--- src/rtl/prio_arb_pkg.sv ---
package prio_arb_pkg;
  localparam int PRIO_W = 4;
  localparam int VEC_W  = 9;

  typedef struct packed {
    logic              vld;
    logic [PRIO_W-1:0] prio;
    logic [VEC_W-1:0]  vec;
  } cand_t;

  // keep lower-index side unless the other side is strictly more urgent
  function automatic cand_t pick(cand_t lo, cand_t hi);
    if (hi.vld && (!lo.vld || hi.prio > lo.prio)) return hi;
    return lo;
  endfunction
endpackage

--- src/rtl/sw_req_bank.sv ---
module sw_req_bank #(
  parameter int NUM_SRC = 64
) (
  input  logic               clk_i,
  input  logic               rst_ni,
  input  logic [NUM_SRC-1:0] set_i,
  input  logic [NUM_SRC-1:0] clr_i,
  output logic [NUM_SRC-1:0] flag_o
);
  logic [NUM_SRC-1:0] flag_q;

  always_ff @(posedge clk_i or negedge rst_ni) begin
    if (!rst_ni) flag_q <= '0;
    else         flag_q <= (flag_q & ~clr_i) | set_i;
  end

  assign flag_o = flag_q;

  assert_sw_set_R9: assert property (@(posedge clk_i) disable iff (!rst_ni)
    1'b1 |=> ((flag_o & $past(set_i)) == $past(set_i)));

  assert_sw_clr_R9: assert property (@(posedge clk_i) disable iff (!rst_ni)
    1'b1 |=> ((flag_o & $past(clr_i) & ~$past(set_i)) == '0));
endmodule

--- src/rtl/prio_tree.sv ---
module prio_tree
  import prio_arb_pkg::*;
#(
  parameter int NUM_SRC = 64
) (
  input  logic [NUM_SRC-1:0]        pend_i,
  input  logic [NUM_SRC*PRIO_W-1:0] prio_i,
  output cand_t                     root_o
);
  localparam int LVL    = (NUM_SRC < 2) ? 1 : $clog2(NUM_SRC);
  localparam int LEAVES = 1 << LVL;
  localparam int NODES  = 2 * LEAVES - 1;

  cand_t [NODES-1:0] node;

  for (genvar g = 0; g < LEAVES; g++) begin : g_leaf
    if (g < NUM_SRC) begin : g_src
      assign node[LEAVES-1+g] = '{vld:  pend_i[g],
                                  prio: prio_i[g*PRIO_W +: PRIO_W],
                                  vec:  VEC_W'(g)};
    end else begin : g_pad
      assign node[LEAVES-1+g] = '{vld: 1'b0, prio: '0, vec: VEC_W'(g)};
    end
  end

  for (genvar k = 0; k < LEAVES - 1; k++) begin : g_node
    assign node[k] = pick(node[2*k+1], node[2*k+2]);
  end

  assign root_o = node[0];

  always_comb begin
    if (root_o.vld) begin
      assert_root_leaf_R1: assert (pend_i[root_o.vec] &&
                                   prio_i[root_o.vec*PRIO_W +: PRIO_W] == root_o.prio)
        else $error("root does not match its leaf");
      for (int i = 0; i < NUM_SRC; i++) begin
        assert_root_max_R1: assert (!pend_i[i] ||
          prio_i[i*PRIO_W +: PRIO_W] < root_o.prio ||
          (prio_i[i*PRIO_W +: PRIO_W] == root_o.prio && i >= int'(root_o.vec)))
          else $error("root is not the most urgent lowest index");
      end
    end
  end
endmodule

--- src/rtl/arb_state.sv ---
module arb_state
  import prio_arb_pkg::*;
(
  input  logic              clk_i,
  input  logic              rst_ni,
  input  cand_t             root_i,
  input  logic              ack_i,
  input  logic              cur_wr_i,
  input  logic [PRIO_W-1:0] cur_wdata_i,
  output logic              irq_o,
  output logic [PRIO_W-1:0] cur_prio_o,
  output logic [VEC_W-1:0]  ack_vec_o,
  output logic [PRIO_W-1:0] ack_prio_o
);
  cand_t             win_q;
  logic [PRIO_W-1:0] cur_q;
  logic [VEC_W-1:0]  avec_q;
  logic [PRIO_W-1:0] aprio_q;
  logic              take;

  assign irq_o = win_q.vld && (win_q.prio > cur_q);
  assign take  = ack_i && irq_o;

  always_ff @(posedge clk_i or negedge rst_ni) begin
    if (!rst_ni) begin
      win_q   <= '0;
      cur_q   <= '0;
      avec_q  <= '0;
      aprio_q <= '0;
    end else begin
      win_q <= root_i;
      if (take) begin
        cur_q   <= win_q.prio;
        avec_q  <= win_q.vec;
        aprio_q <= win_q.prio;
      end else if (cur_wr_i) begin
        cur_q <= cur_wdata_i;
      end
    end
  end

  assign cur_prio_o = cur_q;
  assign ack_vec_o  = avec_q;
  assign ack_prio_o = aprio_q;

  assert_ack_loads_cur_R6: assert property (@(posedge clk_i) disable iff (!rst_ni)
    (ack_i && irq_o) |=> (cur_prio_o == ack_prio_o));

  assert_ack_hold_R6: assert property (@(posedge clk_i) disable iff (!rst_ni)
    !(ack_i && irq_o) |=> ($stable(ack_vec_o) && $stable(ack_prio_o)));

  assert_ack_above_cur_R3: assert property (@(posedge clk_i) disable iff (!rst_ni)
    (ack_i && irq_o) |=> (ack_prio_o > $past(cur_prio_o)));

  assert_no_zero_ack_R4: assert property (@(posedge clk_i) disable iff (!rst_ni)
    (ack_i && irq_o) |=> (ack_prio_o != '0));

  assert_ignored_ack_R7: assert property (@(posedge clk_i) disable iff (!rst_ni)
    (!(ack_i && irq_o) && !cur_wr_i) |=> $stable(cur_prio_o));

  assert_wr_loads_R5: assert property (@(posedge clk_i) disable iff (!rst_ni)
    (cur_wr_i && !(ack_i && irq_o)) |=> (cur_prio_o == $past(cur_wdata_i)));
endmodule

--- src/rtl/prio_irq_arbiter.sv ---
module prio_irq_arbiter
  import prio_arb_pkg::*;
#(
  parameter int NUM_SRC = 64
) (
  input  logic                      clk_i,
  input  logic                      rst_ni,
  input  logic [NUM_SRC-1:0]        hw_req_i,
  input  logic [NUM_SRC-1:0]        sw_set_i,
  input  logic [NUM_SRC-1:0]        sw_clr_i,
  input  logic [NUM_SRC*PRIO_W-1:0] prio_cfg_i,
  input  logic                      cur_wr_i,
  input  logic [PRIO_W-1:0]         cur_wdata_i,
  input  logic                      ack_i,
  output logic                      irq_o,
  output logic [PRIO_W-1:0]         cur_prio_o,
  output logic [VEC_W-1:0]          ack_vec_o,
  output logic [PRIO_W-1:0]         ack_prio_o
);
  logic [NUM_SRC-1:0] sw_flag;
  logic [NUM_SRC-1:0] pend;
  cand_t              root;

  sw_req_bank #(.NUM_SRC(NUM_SRC)) u_sw (
    .clk_i  (clk_i),
    .rst_ni (rst_ni),
    .set_i  (sw_set_i),
    .clr_i  (sw_clr_i),
    .flag_o (sw_flag)
  );

  assign pend = hw_req_i | sw_flag;

  prio_tree #(.NUM_SRC(NUM_SRC)) u_tree (
    .pend_i (pend),
    .prio_i (prio_cfg_i),
    .root_o (root)
  );

  arb_state u_state (
    .clk_i       (clk_i),
    .rst_ni      (rst_ni),
    .root_i      (root),
    .ack_i       (ack_i),
    .cur_wr_i    (cur_wr_i),
    .cur_wdata_i (cur_wdata_i),
    .irq_o       (irq_o),
    .cur_prio_o  (cur_prio_o),
    .ack_vec_o   (ack_vec_o),
    .ack_prio_o  (ack_prio_o)
  );

  assert_vec_in_range_R2: assert property (@(posedge clk_i) disable iff (!rst_ni)
    1'b1 |-> (int'(ack_vec_o) < NUM_SRC));
endmodule

--- config.mk ---
export PLATFORM = sky130hd
export DESIGN_NAME = prio_irq_arbiter
export DESIGN_NICKNAME = d
export VERILOG_FILES = /design/src/rtl/prio_arb_pkg.sv /design/src/rtl/sw_req_bank.sv /design/src/rtl/prio_tree.sv /design/src/rtl/arb_state.sv /design/src/rtl/prio_irq_arbiter.sv
export SDC_FILE = /design/constraint.sdc
export NUM_CORES = 1
export LEC_CHECK = 0
export BUFFER_PORTS_ARGS = -buffer_cell sky130_fd_sc_hd__buf_2
export CORE_UTILIZATION = 33
export CTS_CLUSTER_DIAMETER = 100
export CTS_CLUSTER_SIZE = 28
export DETAILED_ROUTE_END_ITERATION = 7
export HOLD_SLACK_MARGIN = 0.06
export SYNTH_ARGS = -nofsm -noshare
export SYNTH_HDL_FRONTEND = slang
export SYNTH_SLANG_ARGS = --single-unit
--- constraint.sdc ---
create_clock -name clk_i -period 14.3 [get_ports clk_i]
set_input_delay 2.86 -clock clk_i [delete_from_list [all_inputs] [get_ports clk_i]]
set_output_delay 2.86 -clock clk_i [all_outputs]
set_load 0.01 [all_outputs]
# After elaboration in Yosys (flattened, before gate mapping)
# Index checks and enable logic that the tools add are counted.
# Widths: inputs -> output; s select.
[op_classes]
magnitude_cmp = 64
muxes = 191
bitwise = 4
n_reduce_logical = 192
[ops]
columns = ["cell", "n"]
rows = [
  ["$mux 14", 126],
  ["$gt 4x4->1", 64],
  ["$or 64x64->64", 2],
  ["$logic_and 1x1->1", 65],
  ["$and 64x64->64", 1],
  ["$not 64->64", 1],
  ["$logic_not 1->1", 63],
  ["$logic_or 1x1->1", 63],
  ["$mux 1", 63],
  ["$mux 4", 2],
  ["$reduce_bool 2->1", 1],
]
[word_totals]
regBits = 95
in_bits = 456
output_inout_bits = 18
wordCells = 458

# Logic depth before layout (Yosys ltp)
# Gate-level depths: netlist of run 1.
[depth]
depth_word = 31
mapped_depth = 50
ltp_nobuf = 49

# Modules after synthesis
# Synthesis of run 1 repeated with hierarchy kept, for this count alone.
[hier_totals]
hier_cells = 2162
hier_area_um2 = 16699.8
[by_module_without_submodules]
columns = ["mod", "instances", "cells_per_inst", "area_each_um2", "seq_area_each_um2"]
rows = [
  ["prio_tree", 1, 1834, 12788.5, 0.0],
  ["sw_req_bank", 1, 192, 2322.2, 1601.5],
  ["arb_state", 1, 72, 1188.6, 775.7],
  ["prio_irq_arbiter", 1, 64, 400.4, 0.0],
]

# Worst setup path after synthesis of run 1
# OpenSTA, ideal clock, no wires.
[synth_path]
kind = "input -> register"
start = "in prio_cfg_i[57]"
end = "reg u_state.win_q[0] (netlist bit)"
setup_ns = 0.124
arrival_time_ns = 11.556
required_ns = 14.176
setup_slack_ns = 2.620
path_stages = 46
path_buffers = 1
path_cell_list = "inv_1 ha_1 nor2b_1 o31ai_1 nor4bb_1 a2111oi_0 inv_1 ha_1 and3b_1 a2111oi_0 o21ai_0 nand2_1 mux2_2 inv_1 ha_1 o21ai_0 a21oi_1 o21ai_0 (+10 left out) mux2_2 ha_1 nor2b_1 o211ai_1 a21oi_1 o21bai_1 inv_1 o21a_1 ha_1 nor2b_1 o21a_1 o21a_1 o21ai_0 a211oi_2 nand2_1 nor2_1 a211o_1 a211o_1"
[synth_lines]
columns = ["element", "line", "text"]
rows = [
  ["start: declaration", "prio_irq_arbiter.sv:11", "input logic [NUM_SRC*PRIO_W-1:0] prio_cfg_i,"],
  ["end signal: assignment", "arb_state.sv:31", "win_q <= root_i;"],
  ["end: declaration", "arb_state.sv:15", "cand_t win_q;"],
]

==> results of run 1 <==
==> final cells by class <==
class	count	area [um2]	area share (%)
inverter	315	1180	6.12
sequential	89	2230	11.5
multi-input combinational	1628	12400	64.3
clock inverter	7	97.6	0.505
clock buffer	9	225	1.16
antenna	5	12.5	0.0647
timing repair buffer	475	2390	12.4
tap	615	769	3.98
==> per-layer routing <==
layer,up-vias,wire length (um)
met5,-,13
met4,2,779
met3,39,2530
met2,484,26400
met1,8027,24300
li1,8570,-
==> flip-flops by register name (all words and copies together), names as in the netlist <==
name / cells
u_sw.flag_o: 64
u_state.ack_vec_o: 6
u_state.cur_prio_o: 4
u_state.ack_prio_o: 4
u_state.win_q: 11
==> kinds of logic (layout without fill, tap and decap cells) <==
| kind of cell | Yosys count | in the layout | synth area share (%) |
|---|---|---|---|
| fa+ha+maj | 256 | 256 | 20.1 |
| compound gates | 601 | 601 | 26.4 |
| buf+inv | 334 | 806 | 8.21 |
| mux | 154 | 154 | 10.0 |
| other cells | 1 | 8 | 0.0235 |
| simple gates | 614 | 614 | 21.2 |
| flops | 89 | 89 | 14.0 |
==> stage by stage <==
stage	total power [mW]	hold slack [ns]	instance area, um2	setup WS, ns	instances
finish	4.79	0.478	19300	1.10	3143
global route	5.29	0.494	19300	0.202	3143
CTS	4.81	0.485	19300	1.30	3138
detailed placement	4.50	0.466	19000	0.870	3122
global placement	4.39	0.451	19000	1.25	3122
floorplan	3.56	0.441	16000	2.62	2051
==> cells in the mapped netlist (18+ instances only) <==
library cell  instances
o21ai_0             127
nand2b_1             41
a221o_1              26
nor3_1               27
nand2_1              84
dfrtp_1              89
nand3_1              36
ha_1                256
o211ai_1             28
inv_1               314
mux2i_1             105
o21a_1               23
a21o_1               77
nor2_1              153
mux2_2               49
nand4_1              70
nor2b_1              30
a21oi_1             104
nor4_1               22
or2_2                35
and3_1               24
o22ai_1              18
==> worst paths after layout <==
kind	end	slack [ns]	cells past startpoint	start
max	u_state.win_q[0]	1.10	47	prio_cfg_i[57]
min	u_sw.flag_o[53]	0.48	1	u_sw.flag_o[53]
max reg2reg	u_state.win_q[0]	3.66	42	u_sw.flag_o[0]
min reg2reg	u_sw.flag_o[53]	0.48	1	u_sw.flag_o[53]
max in group asynchronous	u_sw.flag_o[47]	10.61	2	rst_ni
min in group asynchronous	u_sw.flag_o[59]	2.43	1	rst_ni
==> where the power goes <==
part	internal, mW	switching (mW)
clock	0.142	0.144
combinational	1.75	2.37
sequential	0.350	0.0327
total	2.24	2.55
==> flow_metrics.py, run 1 <==
metrics = {
    "status": {
        "outcome": "finished, final reports clean",
    },
    "timing": {
        "finalSetupTns_ns": 0,
        "fin_crit_ns": 13.20,
        "finalSetupViolCount": 0,
        "fmax_mhz": 75.8,
        "tightest_slew_ns": 0.951,
        "relSlewSlack_pct": 35.0,
        "slew_viol_final": 0,
        "rsz0062_at_grt": "no",
        "period_share_pct": 92.3,
        "skew_ns": 0.0126,
        "hold_violations": 0,
    },
    "floorplan": {
        "rows": 80,
        "num_io_pins": 474,
        "die-area_um2": 49200,
        "core_area_um2": 47700,
        "start_util_pct": 33.4,
        "dieWidth_um": 222,
        "die_h_um": 222,
    },
    "route": {
        "wirelength_mm": 54.0,
        "first_pass_iters": 5,
        "drt_iter0_drc": 834,
        "vias": 17122,
        "avgRoutedWirePerCell_um": 17.2,
        "drtAntennaViolNets": 0,
        "via_per_inst": 5.45,
        "drc_errors": 0,
    },
    "finish": {
        "final_core_util_pct": 40.5,
        "nFillCells": 4899,
        "area_delta_synth_final_pct": 21.2,
        "nets": 3230,
        "layout_common_cells": "469 x buf_2, 314 x inv_1, 256 x ha_1, 153 x nor2_1, 127 x o21ai_0",
        "mostFrequentLayoutCell": "buf_2",
        "drive_above_1_share_pct": 24.6,
    },
    "clock_tree": {
        "cts_setup_buffers": 0,
        "ctsResizeCount": 0,
        "clk-insertion-delay-late_ns": 0.40,
        "ctsHoldBuffers": 0,
        "ctsHtreeMaxLevel": 3,
        "cts_buffers": 9,
        "ctsLongestPathBuffers": 2,
        "clk_pin_slew_ns": 0.08,
        "clock_sinks": 89,
        "root_buffer": "clkbuf_16",
        "cts_tree": "yes",
    },
    "grt": {
        "overflow": 0,
        "met1_usage_pct": 26.8,
        "grt_use_met2_pct": 38.3,
        "met3_usage_pct": 3.53,
        "grt_antenna_before_repair": 6,
        "grt_busiest_layer": "met2",
        "grt_pass1_wl_mm": 85.0,
        "grt_start_max_net_pins": 58,
        "grt_usage_pct": 21.4,
        "grt_pass1_vias": 16671,
    },
    "logic_synthesis": {
        "ys.flop_type": "dfrtp_1",
        "syn_area_um2": 16000,
        "yosys_register_bits": 89,
        "synth_top_cell_by_area": "ha_1",
        "synth_area_leaders": "ha_1 20%, dfrtp_1 14%, inv_1 7.4%",
        "postSynthAreaPerCell_um2": 7.79,
        "synth-edff-count": 0,
        "synthArstFlopShare_pct": 100,
        "synth_cell_types": 96,
        "synth_cells": 2049,
        "ys_seq_area_share_pct": 14.0,
        "yosysWarnings": 0,
        "synth_top_area_share_pct": 20.1,
    },
    "critical_path": {
        "arrival_ns": 13.48,
        "cp_data_required_time_ns": 14.58,
        "crit_top_cell": "ha_1",
        "crit_fanout": 11,
        "cp_num_buf_inv": 6,
        "critPathMaxStageDelay_ns": 0.71,
        "crit_family": "compound AO/OA/AOI/OAI gates",
        "critPathSlowestCell": "o22ai_1",
        "path_class": "input pin to register",
        "cp-end-kind": "register",
        "start_kind": "input pin",
    },
    "pwr": {
        "peakVddDrop_v": 0.000451,
        "cellPowerDensity_nw_per_um2": 248,
        "leakage_nw": 10.3,
    },
    "placed_design": {
        "io_buffers": 470,
        "place.gp.congestion": 0.920,
        "hpwl_mm": 47.0,
    },
    "run": {
        "cap_violations": 0,
    },
    "hold_path": {
        "hp-class": "register to register",
    },
}
(Power assumes the default switching activity.)
==> inputs of run 2 (changes only) <==
Settings changed: CELL_PAD_IN_SITES_DETAIL_PLACEMENT from default to 1, CELL_PAD_IN_SITES_GLOBAL_PLACEMENT from default to 1, CTS_BUF_LIST from default to sky130_fd_sc_hd__clkbuf_4 sky130_fd_sc_hd__clkbuf_8 sky130_fd_sc_hd__clkbuf_16, CTS_CLUSTER_SIZE 28 to 10, PLACE_DENSITY_LB_ADDON from default to 0.1.
==> run 2 against run 1 <==
  * Clock power is 4% lower
  * Sequential cell count stayed put
  * Worst hold slack got worse by 0.0091 ns
  * Routed wire length up 8.4%
  * Highest routed layer unchanged
==> flow_metrics.py, run 2 (synthesis results as in run 1) <==
metrics = {
    "status": {
        "outcome": "finished, final reports clean",
    },
    "pwr": {
        "cellPowerDensity_nw_per_um2": 253,
        "leakage_nw": 10.3,
        "peakVddDrop_v": 0.000482,
    },
    "finish": {
        "mostFrequentLayoutCell": "buf_2",
        "nets": 3230,
        "area_delta_synth_final_pct": 21.1,
        "largest_reg_flops": 64,
        "postLayoutCellArea_um2": 19300,
        "drive_above_1_share_pct": 24.6,
        "layout_common_cells": "469 x buf_2, 314 x inv_1, 256 x ha_1, 153 x nor2_1, 127 x o21ai_0",
    },
    "route": {
        "first_pass_iters": 5,
        "via_per_inst": 5.49,
        "drc_errors": 0,
        "vias": 17275,
        "drt_iter0_drc": 583,
        "avgRoutedWirePerCell_um": 18.6,
        "drtAntennaViolNets": 0,
        "wirelength_mm": 58.6,
    },
    "timing": {
        "skew_ns": 0.0158,
        "period_share_pct": 92.7,
        "hold_violations": 0,
        "rsz0062_at_grt": "no",
        "relSlewSlack_pct": 26.7,
        "finalSetupTns_ns": 0,
        "slew_viol_final": 0,
        "fmax_mhz": 75.4,
        "finalSetupViolCount": 0,
        "tightest_slew_ns": 1.07,
        "fin_crit_ns": 13.26,
    },
    "placed_design": {
        "dpl-instance-area_um2": 19000,
        "hpwl_mm": 51.5,
        "place.gp.congestion": 0.874,
        "io_buffers": 470,
    },
    "critical_path": {
        "crit_top_cell": "ha_1",
        "start_kind": "input pin",
        "crit_fanout": 8,
        "cp-end-kind": "register",
        "critPathMaxStageDelay_ns": 0.74,
        "critPathSlowestCell": "o31ai_1",
        "worstRegToRegCells": 41,
        "path_class": "input pin to register",
        "cp_data_required_time_ns": 14.63,
        "arrival_ns": 13.58,
    },
    "clock_tree": {
        "cts_setup_buffers": 0,
        "ctsResizeCount": 0,
        "clock_sinks": 89,
        "ctsHoldBuffers": 0,
        "cts_tree": "yes",
        "cts_buffers": 9,
        "clk-insertion-delay-late_ns": 0.40,
        "ctsLongestPathBuffers": 2,
        "ctsHtreeMaxLevel": 3,
        "root_buffer": "clkbuf_16",
        "clk_pin_slew_ns": 0.08,
    },
    "floorplan": {
        "core_area_um2": 47700,
        "dieWidth_um": 222,
        "num_io_pins": 474,
        "die-area_um2": 49200,
        "rows": 80,
        "die_h_um": 222,
        "start_util_pct": 33.4,
    },
    "grt": {
        "overflow": 0,
        "grt_pass1_vias": 18260,
        "grt_pass1_wl_mm": 93.7,
        "grt_antenna_before_repair": 11,
        "grt_usage_pct": 23.5,
        "grt_start_max_net_pins": 56,
    },
    "hold_path": {
        "hold_depth": 1,
        "hp-class": "register to register",
    },
    "run": {
        "cap_violations": 0,
    },
}
==> run 2: critical path, delay by kind of cell <==
family                   cells  cell delay, ns
AO/OA/AOI/OAI               20            5.25
AND/OR/NAND/NOR             11            1.77
adder cells (fa/ha/maj)      6            1.66
multiplexers                 3            1.12
buffers and inverters        7            0.86
==> run 2: through the flow <==
stage,power (mW),worst slack (ns),utilization (%),hold slack [ns],cells
2_1_floorplan,3.56,2.62,-,0.441,2051
3_3_place_gp,4.39,1.17,39.8,0.452,3121
3_5_place_dp,4.60,0.675,39.8,0.458,3121
4_1_cts,4.90,1.08,40.4,0.475,3137
5_1_grt,5.39,0.0917,40.5,0.494,3145
6_report,4.89,1.04,40.5,0.469,3145
==> run 2: routing by layer <==
metal | global-route usage, % | routed length [um] | vias to the layer above
met5 | 0 | 49 | -
met4 | 6.59 | 1280 | 8
met3 | 3.75 | 2150 | 80
met2 | 42.2 | 28900 | 339
met1 | 28.7 | 26200 | 8286
li1 | - | - | 8562
==> run 2: cell type report <==
cell class	instances	area (um2)
fill	6087	28400
sequential	89	2230
tap	615	769
timing repair buffer	475	2390
clock inverter	7	81.3
multi-input combinational	1628	12400
inverter	315	1180
clock buffer	9	225
antenna	7	17.5
==> run 2: path summary, 6_finish.rpt <==
kind	start	slack, ns	end
min reg2reg	u_sw.flag_o[53]	0.47	u_sw.flag_o[53]
max reg2reg	u_sw.flag_o[10]	3.69	u_state.win_q[11]
max	prio_cfg_i[57]	1.04	u_state.win_q[11]
min	u_sw.flag_o[53]	0.47	u_sw.flag_o[53]
max in group asynchronous	rst_ni	10.60	u_sw.flag_o[7]
min in group asynchronous	rst_ni	2.42	u_sw.flag_o[30]
==> run 2: where the power goes <==
group,switching (mW),total (mW),internal [mW]
Clock,0.149,0.274,0.125
Sequential,0.0333,0.384,0.350
Combinational,2.47,4.23,1.76
==> inputs of run 3 (changes only) <==
Settings changed: CORE_MARGIN from default to 1, RECOVER_POWER from default to 100.
==> run 3 against run 2 <==
  * The run now ends with capacitance limit, slew limit left
  * Combinational power down 2%
  * Count of clock-buffer cells in the layout unchanged
  * Die area did not move
  * Cell count unchanged
  * Fmax rose by 0.18%
  * First-iteration DRC count down 1.4%
  * Final area is 0.29% lower
  * Highest routed layer unchanged
==> flow_metrics.py, run 3 (synthesis results as in run 1) <==
metrics = {
    "floorplan": {
        "die-area_um2": 49200,
        "core_area_um2": 47700,
        "dieWidth_um": 222,
        "rows": 80,
        "start_util_pct": 33.4,
        "num_io_pins": 474,
        "die_h_um": 222,
    },
    "critical_path": {
        "critPathSlowestCell": "o31ai_1",
        "arrival_ns": 13.56,
        "cp_num_buf_inv": 7,
        "crit_top_cell": "ha_1",
        "cp_num_cells": 47,
        "cp-end-kind": "register",
        "crit_family": "compound AO/OA/AOI/OAI gates",
        "crit_fanout": 8,
        "worstRegToRegCells": 41,
        "start_kind": "input pin",
        "critPathMaxStageDelay_ns": 0.74,
        "r2r_setup_slack_ns": 3.71,
        "path_class": "input pin to register",
        "cp_data_required_time_ns": 14.63,
    },
    "placed_design": {
        "hpwl_mm": 51.5,
        "dpl-instance-area_um2": 19000,
        "place.gp.congestion": 0.874,
        "post-place-cells": 3121,
        "io_buffers": 470,
    },
    "grt": {
        "grt_start_max_net_pins": 56,
        "grt_usage_pct": 23.5,
        "grt_antenna_before_repair": 11,
        "overflow": 0,
        "grt_pass1_vias": 18260,
        "grt_pass1_wl_mm": 93.7,
    },
    "route": {
        "first_pass_iters": 5,
        "avgRoutedWirePerCell_um": 18.6,
        "wirelength_mm": 58.6,
        "vias": 17272,
        "via_per_inst": 5.49,
        "drt_iter0_drc": 575,
        "drtAntennaViolNets": 0,
        "drc_errors": 0,
    },
    "timing": {
        "fin_crit_ns": 13.23,
        "rsz0062_at_grt": "no",
        "slew_viol_final": 92,
        "holdWs_ns": 0.469,
        "relSlewSlack_pct": -136,
        "tightest_slew_ns": 3.54,
        "fmax_mhz": 75.6,
        "skew_ns": 0.0166,
        "period_share_pct": 92.5,
        "finalSetupViolCount": 0,
        "hold_violations": 0,
        "finalSetupTns_ns": 0,
    },
    "clock_tree": {
        "clk_pin_slew_ns": 0.08,
        "ctsHtreeMaxLevel": 3,
        "ctsResizeCount": 0,
        "clock_sinks": 89,
        "clk-insertion-delay-late_ns": 0.40,
        "ctsLongestPathBuffers": 2,
        "cts_setup_buffers": 0,
        "ctsHoldBuffers": 0,
        "cts_tree": "yes",
        "root_buffer": "clkbuf_16",
        "cts_buffers": 9,
    },
    "pwr": {
        "cellPowerDensity_nw_per_um2": 250,
        "peakVddDrop_v": 0.000462,
        "total_power_mw": 4.82,
        "leakage_nw": 10.2,
    },
    "finish": {
        "nets": 3230,
        "postLayoutCellArea_um2": 19300,
        "mostFrequentLayoutCell": "buf_2",
        "layout_common_cells": "450 x buf_2, 314 x inv_1, 256 x ha_1, 153 x nor2_1, 127 x o21ai_0",
        "largest_reg_flops": 64,
        "drive_above_1_share_pct": 23.5,
        "fin_cells": 3145,
        "area_delta_synth_final_pct": 20.7,
    },
    "status": {
        "outcome": "complete, but fails checks",
        "violations": "capacitance limit, slew limit",
    },
    "hold_path": {
        "hold_depth": 1,
        "hp-class": "register to register",
    },
    "run": {
        "cap_violations": 2,
    },
}
[run 3: worst paths after layout]
path                                 startpoint                end
worst max-delay path             prio_cfg_i[57]  u_state.win_q[11]
worst min-delay path            u_sw.flag_o[53]    u_sw.flag_o[53]
worst max register to register  u_sw.flag_o[10]  u_state.win_q[11]
worst min register to register  u_sw.flag_o[53]    u_sw.flag_o[53]
max in group asynchronous                rst_ni     u_sw.flag_o[7]
min in group asynchronous                rst_ni    u_sw.flag_o[30]
[run 3: power by group]
part	switching, mW	internal, mW	leakage [nW]
Combinational	2.45	1.72	9.10
Clock	0.149	0.125	0.150
Sequential	0.0340	0.351	0.986
[run 3: area by class of cell]
cell class	instances	area [um2]
Inverter	315	1180
Clock buffer	9	225
Clock inverter	7	81.3
Multi-Input combinational cell	1628	12400
Timing Repair Buffer	475	2360
Tap cell	615	769
Antenna cell	7	17.5
Sequential cell	89	2230
Fill cell	6106	28500
[run 3: layer usage]
layer / part of all wire, % / track usage [%] / routed length [um] / vias up
li1: - / - / - / 8562
met1: 45 / 28.7 / 26300 / 8281
met2: 49 / 42.2 / 28900 / 343
met3: 3.7 / 3.75 / 2180 / 78
met4: 2.1 / 6.59 / 1260 / 8
met5: 0.084 / 0 / 49 / -
[run 3: per-stage QoR]
stage	utilization, %	setup slack [ns]
final	40.3	1.07
after global routing	40.3	0.0702
after CTS	40.4	1.08
after detailed placement	39.8	0.675
after global placement	39.8	1.17
after floorplan	-	2.62
